File: src/rtl/dma_seq_pkg.sv
package dma_seq_pkg;

  typedef enum logic [1:0] {
    SZ_BYTE = 2'd0,
    SZ_WORD = 2'd1,
    SZ_LONG = 2'd2,
    SZ_RSVD = 2'd3
  } op_size_e;

  typedef enum logic [1:0] {
    PH_IDLE  = 2'd0,
    PH_READ  = 2'd1,
    PH_WRITE = 2'd2
  } phase_e;

  typedef struct packed {
    logic     dst_inc;
    logic     src_inc;
    op_size_e size;
    logic     one_dir;
    logic     one_addr;
    logic     ext_sel;
    logic     go;
  } ctrl_t;

  localparam logic [2:0] RA_CTRL = 3'd0;
  localparam logic [2:0] RA_STAT = 3'd1;
  localparam logic [2:0] RA_SRC  = 3'd2;
  localparam logic [2:0] RA_DST  = 3'd3;
  localparam logic [2:0] RA_CNT  = 3'd4;

  function automatic logic [2:0] size_bytes(op_size_e s);
    case (s)
      SZ_BYTE: size_bytes = 3'd1;
      SZ_WORD: size_bytes = 3'd2;
      default: size_bytes = 3'd4;
    endcase
  endfunction

endpackage

File: src/rtl/dma_addr_reg.sv
module dma_addr_reg #(
  parameter int unsigned AW = 32
) (
  input  logic          clk,
  input  logic          rst_n,
  input  logic          load,
  input  logic [AW-1:0] load_val,
  input  logic          step,
  input  logic          inc_en,
  input  logic [2:0]    step_bytes,
  output logic [AW-1:0] q
);

  logic          adv;
  logic          en;
  logic [AW-1:0] q_d;

  always_comb begin
    adv = step && inc_en;
    en  = load || adv;
    // hardware advance has priority over a software load in the same cycle
    q_d = adv ? (q + AW'(step_bytes)) : load_val;
  end

  always_ff @(posedge clk or negedge rst_n) begin
    if (!rst_n) begin
      q <= '0;
    end else if (en) begin
      q <= q_d;
    end
  end


  addr_advance_chk: assert property (@(posedge clk) disable iff (!rst_n)
    (step && inc_en) |=> (q - $past(q)) == AW'($past(step_bytes)));


  addr_hold_chk: assert property (@(posedge clk) disable iff (!rst_n)
    (!load && !(step && inc_en)) |=> $stable(q));

endmodule

File: src/rtl/dma_byte_cnt.sv
module dma_byte_cnt #(
  parameter int unsigned CW = 24
) (
  input  logic          clk,
  input  logic          rst_n,
  input  logic          load,
  input  logic [CW-1:0] load_val,
  input  logic          dec,
  input  logic [2:0]    dec_bytes,
  output logic [CW-1:0] q,
  output logic          zero
);

  logic [CW-1:0] width;
  logic [CW-1:0] q_d;
  logic          en;

  always_comb begin
    width = CW'(dec_bytes);
    en    = load || dec;
    if (dec) begin
      q_d = (q <= width) ? '0 : (q - width);
    end else begin
      q_d = load_val;
    end
    zero = (q == '0);
  end

  always_ff @(posedge clk or negedge rst_n) begin
    if (!rst_n) begin
      q <= '0;
    end else if (en) begin
      q <= q_d;
    end
  end


  cnt_never_grows_chk: assert property (@(posedge clk) disable iff (!rst_n)
    !load |=> q <= $past(q));


  cnt_drops_chk: assert property (@(posedge clk) disable iff (!rst_n)
    dec |=> (q < $past(q)) || ($past(q) == '0));

endmodule

File: src/rtl/dma_seq_ctl.sv
module dma_seq_ctl
  import dma_seq_pkg::*;
#(
  parameter int unsigned DW = 32
) (
  input  logic          clk,
  input  logic          rst_n,
  input  logic          active,
  input  logic          go,
  input  logic          ext_sel,
  input  logic          ext_req,
  input  logic          one_addr,
  input  logic          one_dir,
  input  logic          cnt_zero,
  input  op_size_e      size_sel,
  input  logic          bus_ack,
  input  logic          bus_err,
  input  logic [DW-1:0] bus_rdata,
  output logic          bus_req,
  output logic          bus_wr,
  output op_size_e      bus_size,
  output logic [DW-1:0] bus_wdata,
  output logic          idle,
  output logic          src_step,
  output logic          dst_step,
  output logic          cnt_dec,
  output logic          op_fail,
  output logic [2:0]    step_bytes
);

  phase_e        ph_q, ph_d;
  op_size_e      sz_q, sz_d;
  logic          one_q, one_d;
  logic [DW-1:0] dat_q, dat_d;
  logic          launch;
  logic          cyc_end;
  logic          cap_en;
  logic          dat_en;

  always_comb begin
    launch  = (ph_q == PH_IDLE) && active && go && !cnt_zero && (!ext_sel || ext_req);
    cyc_end = (ph_q != PH_IDLE) && (bus_ack || bus_err);
    ph_d     = ph_q;
    sz_d     = size_sel;
    one_d    = one_addr;
    dat_d    = bus_rdata;
    cap_en   = 1'b0;
    dat_en   = 1'b0;
    src_step = 1'b0;
    dst_step = 1'b0;
    cnt_dec  = 1'b0;
    op_fail  = 1'b0;
    case (ph_q)
      PH_IDLE: begin
        if (launch) begin
          cap_en = 1'b1;
          ph_d   = (one_addr && one_dir) ? PH_WRITE : PH_READ;
        end
      end
      PH_READ: begin
        if (cyc_end) begin
          src_step = 1'b1;
          if (bus_err) begin
            op_fail = 1'b1;
            ph_d    = PH_IDLE;
          end else if (one_q) begin
            cnt_dec = 1'b1;
            ph_d    = PH_IDLE;
          end else begin
            dat_en = 1'b1;
            ph_d   = PH_WRITE;
          end
        end
      end
      PH_WRITE: begin
        if (cyc_end) begin
          dst_step = 1'b1;
          ph_d     = PH_IDLE;
          if (bus_err) begin
            op_fail = 1'b1;
          end else begin
            cnt_dec = 1'b1;
          end
        end
      end
      default: ph_d = PH_IDLE;
    endcase
  end

  always_ff @(posedge clk or negedge rst_n) begin
    if (!rst_n) begin
      ph_q <= PH_IDLE;
    end else begin
      ph_q <= ph_d;
    end
  end

  always_ff @(posedge clk or negedge rst_n) begin
    if (!rst_n) begin
      sz_q  <= SZ_BYTE;
      one_q <= 1'b0;
    end else if (cap_en) begin
      sz_q  <= sz_d;
      one_q <= one_d;
    end
  end

  always_ff @(posedge clk or negedge rst_n) begin
    if (!rst_n) begin
      dat_q <= '0;
    end else if (dat_en) begin
      dat_q <= dat_d;
    end
  end

  always_comb begin
    bus_req    = (ph_q != PH_IDLE);
    bus_wr     = (ph_q == PH_WRITE);
    bus_size   = sz_q;
    bus_wdata  = dat_q;
    idle       = (ph_q == PH_IDLE);
    step_bytes = size_bytes(sz_q);
  end


  bus_hold_chk: assert property (@(posedge clk) disable iff (!rst_n)
    (bus_req && !bus_ack && !bus_err) |=> bus_req && $stable(bus_wr) && $stable(bus_size));


  pair_follows_chk: assert property (@(posedge clk) disable iff (!rst_n)
    (bus_req && !bus_wr && bus_ack && !one_q) |=> bus_req && bus_wr && $stable(bus_size));


  ext_gate_chk: assert property (@(posedge clk) disable iff (!rst_n)
    ($rose(bus_req) && $past(ext_sel)) |-> $past(ext_req) && $past(active));


  start_gate_chk: assert property (@(posedge clk) disable iff (!rst_n)
    $rose(bus_req) |-> $past(go) && $past(active));

endmodule

File: src/rtl/dma_chan_seq.sv
module dma_chan_seq
  import dma_seq_pkg::*;
#(
  parameter int unsigned AW = 32,
  parameter int unsigned CW = 24,
  parameter int unsigned DW = 32
) (
  input  logic          clk,
  input  logic          rst_n,
  input  logic          reg_we,
  input  logic [2:0]    reg_addr,
  input  logic [31:0]   reg_wdata,
  output logic [31:0]   reg_rdata,
  input  logic          ext_req,
  output logic          bus_req,
  output logic          bus_wr,
  output logic [1:0]    bus_size,
  output logic [AW-1:0] bus_addr,
  output logic [DW-1:0] bus_wdata,
  input  logic [DW-1:0] bus_rdata,
  input  logic          bus_ack,
  input  logic          bus_err
);

  localparam int unsigned RW = 32;

  // reset: asserted asynchronously, released through two flops
  logic [1:0] rs_q;
  logic       rst_core_n;

  always_ff @(posedge clk or negedge rst_n) begin
    if (!rst_n) begin
      rs_q <= 2'b00;
    end else begin
      rs_q <= {rs_q[0], 1'b1};
    end
  end
  assign rst_core_n = rs_q[1];

  // register file
  ctrl_t         ctrl_q;
  logic          done_q, done_d;
  logic          err_q, err_d;
  logic          act_q, act_d;
  logic          wr_ctrl, wr_stat, wr_src, wr_dst, wr_cnt;
  logic          start;
  logic [AW-1:0] src_q, dst_q;
  logic [CW-1:0] cnt_q;
  logic          cnt_zero;
  logic          seq_idle, src_step, dst_step, cnt_dec, op_fail;
  logic [2:0]    step_bytes;
  op_size_e      cyc_size;

  always_comb begin
    wr_ctrl = reg_we && (reg_addr == RA_CTRL);
    wr_stat = reg_we && (reg_addr == RA_STAT);
    wr_src  = reg_we && (reg_addr == RA_SRC);
    wr_dst  = reg_we && (reg_addr == RA_DST);
    wr_cnt  = reg_we && (reg_addr == RA_CNT);
    start   = wr_ctrl && reg_wdata[0] && !act_q && !done_q && !err_q;
  end

  always_ff @(posedge clk or negedge rst_core_n) begin
    if (!rst_core_n) begin
      ctrl_q <= '0;
    end else if (wr_ctrl) begin
      ctrl_q <= ctrl_t'(reg_wdata[7:0]);
    end
  end

  always_comb begin
    done_d = done_q;
    err_d  = err_q;
    act_d  = act_q;
    if (wr_stat) begin
      if (reg_wdata[0]) done_d = 1'b0;
      if (reg_wdata[1]) err_d  = 1'b0;
    end
    if (op_fail) begin
      err_d = 1'b1;
      act_d = 1'b0;
    end else if (act_q && seq_idle && cnt_zero) begin
      done_d = 1'b1;
      act_d  = 1'b0;
    end else if (act_q && seq_idle && !ctrl_q.go) begin
      act_d = 1'b0;
    end else if (start) begin
      act_d = 1'b1;
    end
  end

  always_ff @(posedge clk or negedge rst_core_n) begin
    if (!rst_core_n) begin
      done_q <= 1'b0;
      err_q  <= 1'b0;
      act_q  <= 1'b0;
    end else begin
      done_q <= done_d;
      err_q  <= err_d;
      act_q  <= act_d;
    end
  end

  dma_addr_reg #(.AW(AW)) u_src (
    .clk        (clk),
    .rst_n      (rst_core_n),
    .load       (wr_src),
    .load_val   (reg_wdata[AW-1:0]),
    .step       (src_step),
    .inc_en     (ctrl_q.src_inc),
    .step_bytes (step_bytes),
    .q          (src_q)
  );

  dma_addr_reg #(.AW(AW)) u_dst (
    .clk        (clk),
    .rst_n      (rst_core_n),
    .load       (wr_dst),
    .load_val   (reg_wdata[AW-1:0]),
    .step       (dst_step),
    .inc_en     (ctrl_q.dst_inc),
    .step_bytes (step_bytes),
    .q          (dst_q)
  );

  dma_byte_cnt #(.CW(CW)) u_cnt (
    .clk       (clk),
    .rst_n     (rst_core_n),
    .load      (wr_cnt),
    .load_val  (reg_wdata[CW-1:0]),
    .dec       (cnt_dec),
    .dec_bytes (step_bytes),
    .q         (cnt_q),
    .zero      (cnt_zero)
  );

  dma_seq_ctl #(.DW(DW)) u_seq (
    .clk        (clk),
    .rst_n      (rst_core_n),
    .active     (act_q),
    .go         (ctrl_q.go),
    .ext_sel    (ctrl_q.ext_sel),
    .ext_req    (ext_req),
    .one_addr   (ctrl_q.one_addr),
    .one_dir    (ctrl_q.one_dir),
    .cnt_zero   (cnt_zero),
    .size_sel   (ctrl_q.size),
    .bus_ack    (bus_ack),
    .bus_err    (bus_err),
    .bus_rdata  (bus_rdata),
    .bus_req    (bus_req),
    .bus_wr     (bus_wr),
    .bus_size   (cyc_size),
    .bus_wdata  (bus_wdata),
    .idle       (seq_idle),
    .src_step   (src_step),
    .dst_step   (dst_step),
    .cnt_dec    (cnt_dec),
    .op_fail    (op_fail),
    .step_bytes (step_bytes)
  );

  always_comb begin
    bus_size = cyc_size;
    bus_addr = bus_wr ? dst_q : src_q;
    case (reg_addr)
      RA_CTRL: reg_rdata = RW'(ctrl_q);
      RA_STAT: reg_rdata = RW'({act_q, err_q, done_q});
      RA_SRC:  reg_rdata = RW'(src_q);
      RA_DST:  reg_rdata = RW'(dst_q);
      RA_CNT:  reg_rdata = RW'(cnt_q);
      default: reg_rdata = '0;
    endcase
  end


  done_stops_chk: assert property (@(posedge clk) disable iff (!rst_core_n)
    $rose(done_q) |-> !act_q && !bus_req);


  err_halts_chk: assert property (@(posedge clk) disable iff (!rst_core_n)
    $rose(err_q) |-> !act_q && !bus_req);


  start_refused_chk: assert property (@(posedge clk) disable iff (!rst_core_n)
    (done_q || err_q) |=> !$rose(act_q));


  idle_quiet_chk: assert property (@(posedge clk) disable iff (!rst_core_n)
    (!act_q && !bus_req) |=> !bus_req);


  addr_hold_bus_chk: assert property (@(posedge clk) disable iff (!rst_core_n)
    (bus_req && !bus_ack && !bus_err) |=> $stable(bus_addr));

endmodule

File: config.mk
export PLATFORM = sky130hd
export DESIGN_NAME = dma_chan_seq
export DESIGN_NICKNAME = d
export VERILOG_FILES = /design/src/rtl/dma_seq_pkg.sv /design/src/rtl/dma_addr_reg.sv /design/src/rtl/dma_byte_cnt.sv /design/src/rtl/dma_seq_ctl.sv /design/src/rtl/dma_chan_seq.sv
export SDC_FILE = /design/constraint.sdc
export NUM_CORES = 1
export LEC_CHECK = 0
export CELL_PAD_IN_SITES_DETAIL_PLACEMENT = 2
export CELL_PAD_IN_SITES_GLOBAL_PLACEMENT = 2
export CORE_AREA = 2 2 145 182
export DETAILED_ROUTE_END_ITERATION = 6
export DIE_AREA = 0 0 147 184
export PLACE_DENSITY_LB_ADDON = 0.1
export SETUP_SLACK_MARGIN = 0.05
export SLEW_MARGIN = 20
export SYNTH_ARGS = -nofsm -noshare
export SYNTH_HDL_FRONTEND = slang
export SYNTH_HIERARCHICAL = 1
export SYNTH_SLANG_ARGS = --single-unit
File: constraint.sdc
create_clock -name clk -period 8.4 [get_ports clk]
set_clock_uncertainty 0.1 [all_clocks]
set_input_delay 1.68 -clock clk [delete_from_list [all_inputs] [get_ports clk]]
set_output_delay 1.68 -clock clk [all_outputs]
set_load 0.05 [all_outputs]
==> results of run 1 <==
-- path summary, 6_finish.rpt --
kind                                      to           from  slack [ns]  depth (start not counted)
hold reg to reg                      rs_q[1]        rs_q[0]        0.27                          0
max in group asynchronous  u_seq/bus_size[0]        rs_q[1]        6.28                          1
hold / removal                       rs_q[1]        rs_q[0]        0.27                          0
setup reg to reg                 u_dst/q[19]  u_seq/ph_q[0]        3.76                          8
setup / recovery               reg_rdata[13]    reg_addr[2]        2.21                          5
min in group asynchronous        u_dst/q[19]        rs_q[1]        0.38                          0
-- metal layers --
metal	vias up	share of wire, %	GRT usage (%)
met5	-	0	0
met3	53	4.0	3.92
met2	231	50	46.5
met1	4144	43	32.7
met4	0	3.5	10.7
li1	3736	-	-
-- kinds of logic (layout without fill, tap and decap cells) --
group	after synthesis	in the layout	share of synthesized area [%]
other cells	1	1	0.0419
mux	132	132	15.8
buf+inv	66	232	3.48
fa+ha+maj	15	15	2.35
simple gates	332	332	21.3
flops	138	138	38.6
xor+xnor	16	16	1.57
compound gates	199	199	16.8
-- report_power, final --
| group | leakage (nW) | switching, mW | internal (mW) | total [mW] |
|---|---|---|---|---|
| registers | 1.67 | 0.318 | 0.860 | 1.18 |
| clock network | 0.270 | 0.326 | 0.454 | 0.780 |
| logic | 2.60 | 1.19 | 0.729 | 1.92 |
-- registers in the layout, summed over array words and instances (netlist names) --
| name | cells |
|---|---|
| rs_q | 2 |
| ctrl_q | 8 |
| err_q | 1 |
| u_seq/one_q | 1 |
| u_src/q | 32 |
| u_seq/bus_wdata | 32 |
| u_seq/bus_size | 2 |
| u_dst/q | 32 |
| u_cnt/q | 24 |
| done_q | 1 |
| u_seq/ph_q | 2 |
| act_q | 1 |
-- cell type report --
type | count | area share (%)
tap | 335 | 3.63
clock buffer | 19 | 3.93
clock inverter | 13 | 1.25
inverter | 16 | 0.521
multi-input combinational | 695 | 45.0
sequential | 138 | 30.0
timing repair buffer | 184 | 15.7
-- layout by cell type (no fill, tap or decap), types with 8 or more instances in the layout --
cell type	n
inv_1	16
dfrtp_1	137
a31oi_1	8
clkbuf_16	17
nand4_1	12
or3_1	9
nor3_1	39
a211o_1	12
clkdlybuf4s50_1	171
a22oi_1	8
xnor2_1	11
a21oi_1	20
buf_4	12
a211oi_1	29
nor2_1	98
and3_1	17
o21ai_0	18
a311oi_1	13
and4_1	9
nor3b_1	10
o2bb2ai_1	16
o22ai_1	17
and2_1	11
nand2_1	43
ha_1	11
nand3_1	22
mux2_2	74
mux2i_1	57
-- stage by stage --
| stage | area (um2) | total power [mW] | setup slack, ns | hold WS (ns) | instances |
|---|---|---|---|---|---|
| 6_report | 11500 | 3.88 | 2.21 | 0.268 | 1400 |
| 5_1_grt | 11500 | 4.09 | 2.07 | 0.287 | 1400 |
| 4_1_cts | 11500 | 3.90 | 2.24 | 0.276 | 1400 |
| 3_5_place_dp | 10900 | 3.10 | 2.25 | 0.262 | 1368 |
| 3_3_place_gp | 10900 | 3.05 | 1.90 | 0.237 | 1368 |
| 2_1_floorplan | 8950 | 2.41 | 3.55 | 0.231 | 899 |
==> summary.txt, run 1 <==
Root Buffer = clkbuf_16
MaxCap Viol Count = 0
total track usage = 26.5%
final setup fails = 0
Crit. End Element = output port
TritonCTS Buffers = 17
register area = 3460 um2
Async S/R FF share, synth = 100%
Synthesis Warnings = 6
DR WL/cell = 25.2 um
initial antenna violation count = 0
Syn Nets = 987
via/cell ratio = 5.83
pwr dens = 336 nW/um2
# rows = 65
min Tclk post-route = 6.19 ns
DRC Markers = 0
top_reg_cell synth = dfrtp_1
top post-synthesis cells by count = dfrtp_1, nor2_1, mux2_2
top-count cell post-synth = dfrtp_1
Final Hold Fails = 0
initial DRC count = 379
maximum vdd drop = 0.165 mV
worst min-delay path category = flip-flop to flip-flop
share of cells above drive strength 1 = 15.1%
Initial Util = 35.5%
FF+latch count, synth = 138
crit share post-route = 73.7%
Chip Width = 147 um
FMAX = 0.161 GHz
DRT antenna net count = 0
CTS tree = yes
# resized after CTS = 0
RSZ-0062 raised after global routing = false
Worst-Margin Slew = 1.10 ns
top cell type's share of synthesized area = 38.6%
run status = complete, no violations
Sum Neg Setup Slack = 0 ns
library cells used by synthesis = 82
ANT cells = 0
Post-synth EDFFs = 0
Core Box Area = 25200 um2
Seq/Total Area, Yosys = 38.6%
Reg clk slew, reported paths = 0.07 ns
total clock sinks = 138
die area = 27000 um2
Slew Limit Fails = 0
synthesized instance count = 899
Detailed Routing Iterations Pass 1 = 4
leakage = 4.55 nW
Synth Cell Area = 8950 um2
area leader, netlist = dfrtp_1
Syn-to-layout area delta = 28.9%
worst-path fanout max = 24
Post-Route Utilization = 45.8%
HPWL after DPL = 25.8 mm
Overflow after GRT = 0
Filler cells = 2678
CP dominant cell by count = clkdlybuf4s50_1
DRT Wirelength = 35.3 mm
delay-heaviest family, CP = buffers and inverters
crit path launch type = primary input
IO Count = 173
wire length of the first global-routing pass = 54.7 mm
Synth area leaders = dfrtp_1, mux2_2, mux2i_1, nor2_1, a211oi_1
Max stage delay on crit path = 0.85 ns
area of the multi-input gates = 5200 um2
height of the die = 184 um
PortBufs = 172
CP Data Required Time = 6.62 ns
Syn Area/Cell = 9.95 um2
largest net degree at the start of global routing = 70
Post-CTS Setup Bufs = 0
routability cong. = 0.814
Rel. slew slack = 26.6%
nets = 1140
CTS HTree Levels = 4
maximum buffer depth of the clock tree = 2
Worst Path Arrival = 4.41 ns
vias in the first global route = 8839
hold buffers post-CTS = 0
via count = 8164
CP cell instances = clkdlybuf4s50_1 > nand2b_1 > nor2_4 > o2bb2ai_1 > clkdlybuf4s50_1
CP max-delay cell = clkdlybuf4s50_1
critical path class = primary input to output port
clk_lat worst skew = 0.44 ns
Critical path buffers and inverters = 2
No activity file was read; power rests on OpenSTA's default activity.
==> run 2: changes to the inputs <==
--- a/config.mk
+++ b/config.mk
@@ -7,9 +7,9 @@
 export LEC_CHECK = 0
 export CELL_PAD_IN_SITES_DETAIL_PLACEMENT = 2
 export CELL_PAD_IN_SITES_GLOBAL_PLACEMENT = 2
-export CORE_AREA = 2 2 145 182
+export CORE_AREA = 2 2 151 190
 export DETAILED_ROUTE_END_ITERATION = 6
-export DIE_AREA = 0 0 147 184
+export DIE_AREA = 0 0 153 192
 export PLACE_DENSITY_LB_ADDON = 0.1
 export SETUP_SLACK_MARGIN = 0.05
 export SLEW_MARGIN = 20
==> constraint.sdc (replaced) <==
create_clock -name clk -period 5.78 [get_ports clk]
set_clock_uncertainty 0.1 [all_clocks]
set_input_delay 1.156 -clock clk [delete_from_list [all_inputs] [get_ports clk]]
set_output_delay 1.156 -clock clk [all_outputs]
set_load 0.05 [all_outputs]
==> run 2 against run 1 <==
Register-to-register slack got worse by 1.8 ns; global-route usage fell by 2.1 points; combinational power rose by 46%; sequential share of layout area fell by 0.065 points; largest power group unchanged; clock-buffer cell count fell by 1; clock power rose by 36%; worst hold slack got worse by 0.18 ns; largest cell class unchanged; wire length rose by 1.4%.
==> summary.txt, run 2 (synthesized netlist as in run 1, its figures left out) <==
run status = complete, no violations (unchanged)
routability cong. = 0.772 (was 0.814)
ANT cells = 0 (unchanged)
area of the multi-input gates = 5200 um2 (about the same)
Chip Width = 153 um (was 147 um)
die area = 29400 um2 (was 27000 um2)
R2R depth = 8 (unchanged)
PortBufs = 172 (unchanged)
pwr dens = 482 nW/um2 (was 336 nW/um2)
largest net degree at the start of global routing = 65 (was 70)
HPWL after DPL = 26.5 mm (was 25.8 mm)
register area = 3460 um2 (unchanged)
DRT antenna net count = 0 (unchanged)
FMAX = 0.206 GHz
maximum buffer depth of the clock tree = 2 (unchanged)
Post-CTS Setup Bufs = 0 (unchanged)
Syn-to-layout area delta = 29.2% (was 28.9%)
Critical path buffers and inverters = 3 (was 2)
via count = 8243 (was 8164)
Total Power = 5.58 mW (was 3.88 mW)
crit path launch type = primary input (unchanged)
# rows = 68 (was 65)
total clock sinks = 138 (unchanged)
Root Buffer = clkbuf_16 (unchanged)
Final Hold Fails = 0 (unchanged)
height of the die = 192 um (was 184 um)
worst hold-check slack = 0.0867 ns (was 0.268 ns)
Slew Limit Fails = 0 (unchanged)
share of cells above drive strength 1 = 16.1% (was 15.1%)
DRT Wirelength = 35.8 mm (was 35.3 mm)
Core Box Area = 27500 um2 (was 25200 um2)
most frequent cells in the layout = clkdlybuf4s50_1, dfrtp_1, nor2_1 (unchanged)
worst min-delay path category = flip-flop to asynchronous set/reset pin (was flip-flop to flip-flop)
Worst-Margin Slew = 1.04 ns (was 1.10 ns)
P_int = 2.91 mW (was 2.04 mW)
maximum vdd drop = 0.203 mV (was 0.165 mV)
Switching Fraction = 47.9% (was 47.3%)
CP cell instances = clkdlybuf4s50_1 > nand2b_1 > nor2_2 > buf_4 > o2bb2ai_1 > clkdlybuf4s50_1 (was clkdlybuf4s50_1 > nand2b_1 > nor2_4 > o2bb2ai_1 > clkdlybuf4s50_1)
DR WL/cell = 25.2 um (about the same)
initial DRC count = 381 (was 379)
hold buffers post-CTS = 0 (unchanged)
initial antenna violation count = 0 (unchanged)
min Tclk post-route = 4.85 ns
Sum Neg Setup Slack = 0 ns (unchanged)
RSZ-0062 raised after global routing = false (unchanged)
nets = 1148 (was 1140)
clock network power share = 19.1% (was 20.1%)
wire length of the first global-routing pass = 54.8 mm (was 54.7 mm)
IO Count = 173 (unchanged)
Worst Path Arrival = 3.60 ns (was 4.41 ns)
total track usage = 24.4% (was 26.5%)
CP max-delay cell = clkdlybuf4s50_1 (unchanged)
Initial Util = 32.6% (was 35.5%)
via/cell ratio = 5.80 (was 5.83)
CP Data Required Time = 4.52 ns (was 6.62 ns)
Flop pwr share = 30.6% (was 30.4%)
DRC Markers = 0 (unchanged)
CTS HTree Levels = 4 (unchanged)
# resized after CTS = 0 (unchanged)
Overflow after GRT = 0 (unchanged)
worst-path fanout max = 21 (was 24)
Rel. slew slack = 30.8% (was 26.6%)
Filler cells = 2962 (was 2678)
leakage = 4.60 nW (was 4.55 nW)
CTS tree = yes (unchanged)
critical path class = primary input to output port (unchanged)
Crit. End Element = output port (unchanged)
final setup fails = 0 (unchanged)
clk_lat worst skew = 0.43 ns (was 0.44 ns)
Comb power frac = 50.3% (was 49.5%)
cell count along the critical path = 6 (was 5)
Net Switching = 2.67 mW (was 1.83 mW)
crit share post-route = 84.0%
Max stage delay on crit path = 0.83 ns (was 0.85 ns)
vias in the first global route = 8998 (was 8839)
TritonCTS Buffers = 17 (unchanged)
Reg clk slew, reported paths = 0.07 ns (about the same)
delay-heaviest family, CP = buffers and inverters (unchanged)
MaxCap Viol Count = 0 (unchanged)
commonest non-fill, non-tap cell in the layout = clkdlybuf4s50_1 (unchanged)
CP dominant cell by count = clkdlybuf4s50_1 (unchanged)
r2r setup slk = 1.98 ns (was 3.76 ns)
Detailed Routing Iterations Pass 1 = 5 (was 4)
==> run 2: per-layer routing <==
metal	vias up	GRT usage, %	share of wire, %
met5	-	0	0
met4	0	7.87	2.5
met3	42	3.50	3.1
met2	191	44.5	52
met1	4266	29.6	43
li1	3744	-	-
==> run 2: final cells by class <==
class	instances	area share, %
clock buffer	18	3.71
clock inverter	13	1.03
inverter	16	0.519
multi-input combinational	695	45.0
sequential	138	29.9
tap	350	3.79
timing repair buffer	192	16.0
==> run 2: path summary, 6_finish.rpt <==
check | from | end
worst max register to register | u_seq/bus_size[1] | u_cnt/q[13]
worst max-delay path | reg_addr[2] | reg_rdata[12]
min in group clk | rs_q[0] | rs_q[1]
worst min register to register | rs_q[1] | u_dst/q[16]
worst min-delay path | rs_q[1] | u_dst/q[16]
max in group asynchronous | rs_q[1] | ctrl_q[1]
==> run 2: worst reg2reg max path, stage by stage, from the launching register on <==
cell and delay (ns):
dfrtp_1 0.49, nor2b_1 0.55, inv_1 0.20, fa_1 0.51, a21o_1 0.23, a2111oi_2 0.40, a31o_2 0.69, o22ai_1 0.20
a221o_1 0.32
==> run 2: power by group through the flow <==
stage / Clock [mW] / Combinational, mW / Sequential [mW]
floorplan: 0 / 1.75 / 1.75
global placement: 0 / 2.74 / 1.71
detailed placement: 0 / 2.80 / 1.73
CTS: 1.10 / 2.82 / 1.71
global route: 1.13 / 2.99 / 1.77
finish: 1.06 / 2.81 / 1.71
==> run 2: through the flow <==
stage	std cells	area, um2	util (%)	setup slack [ns]
after floorplan	899	8950	-	1.55
after global placement	1391	11000	40.0	1.00
after detailed placement	1391	11000	40.0	0.945
after CTS	1422	11600	42.0	0.922
after global routing	1422	11600	42.1	0.823
final	1422	11600	42.1	0.926
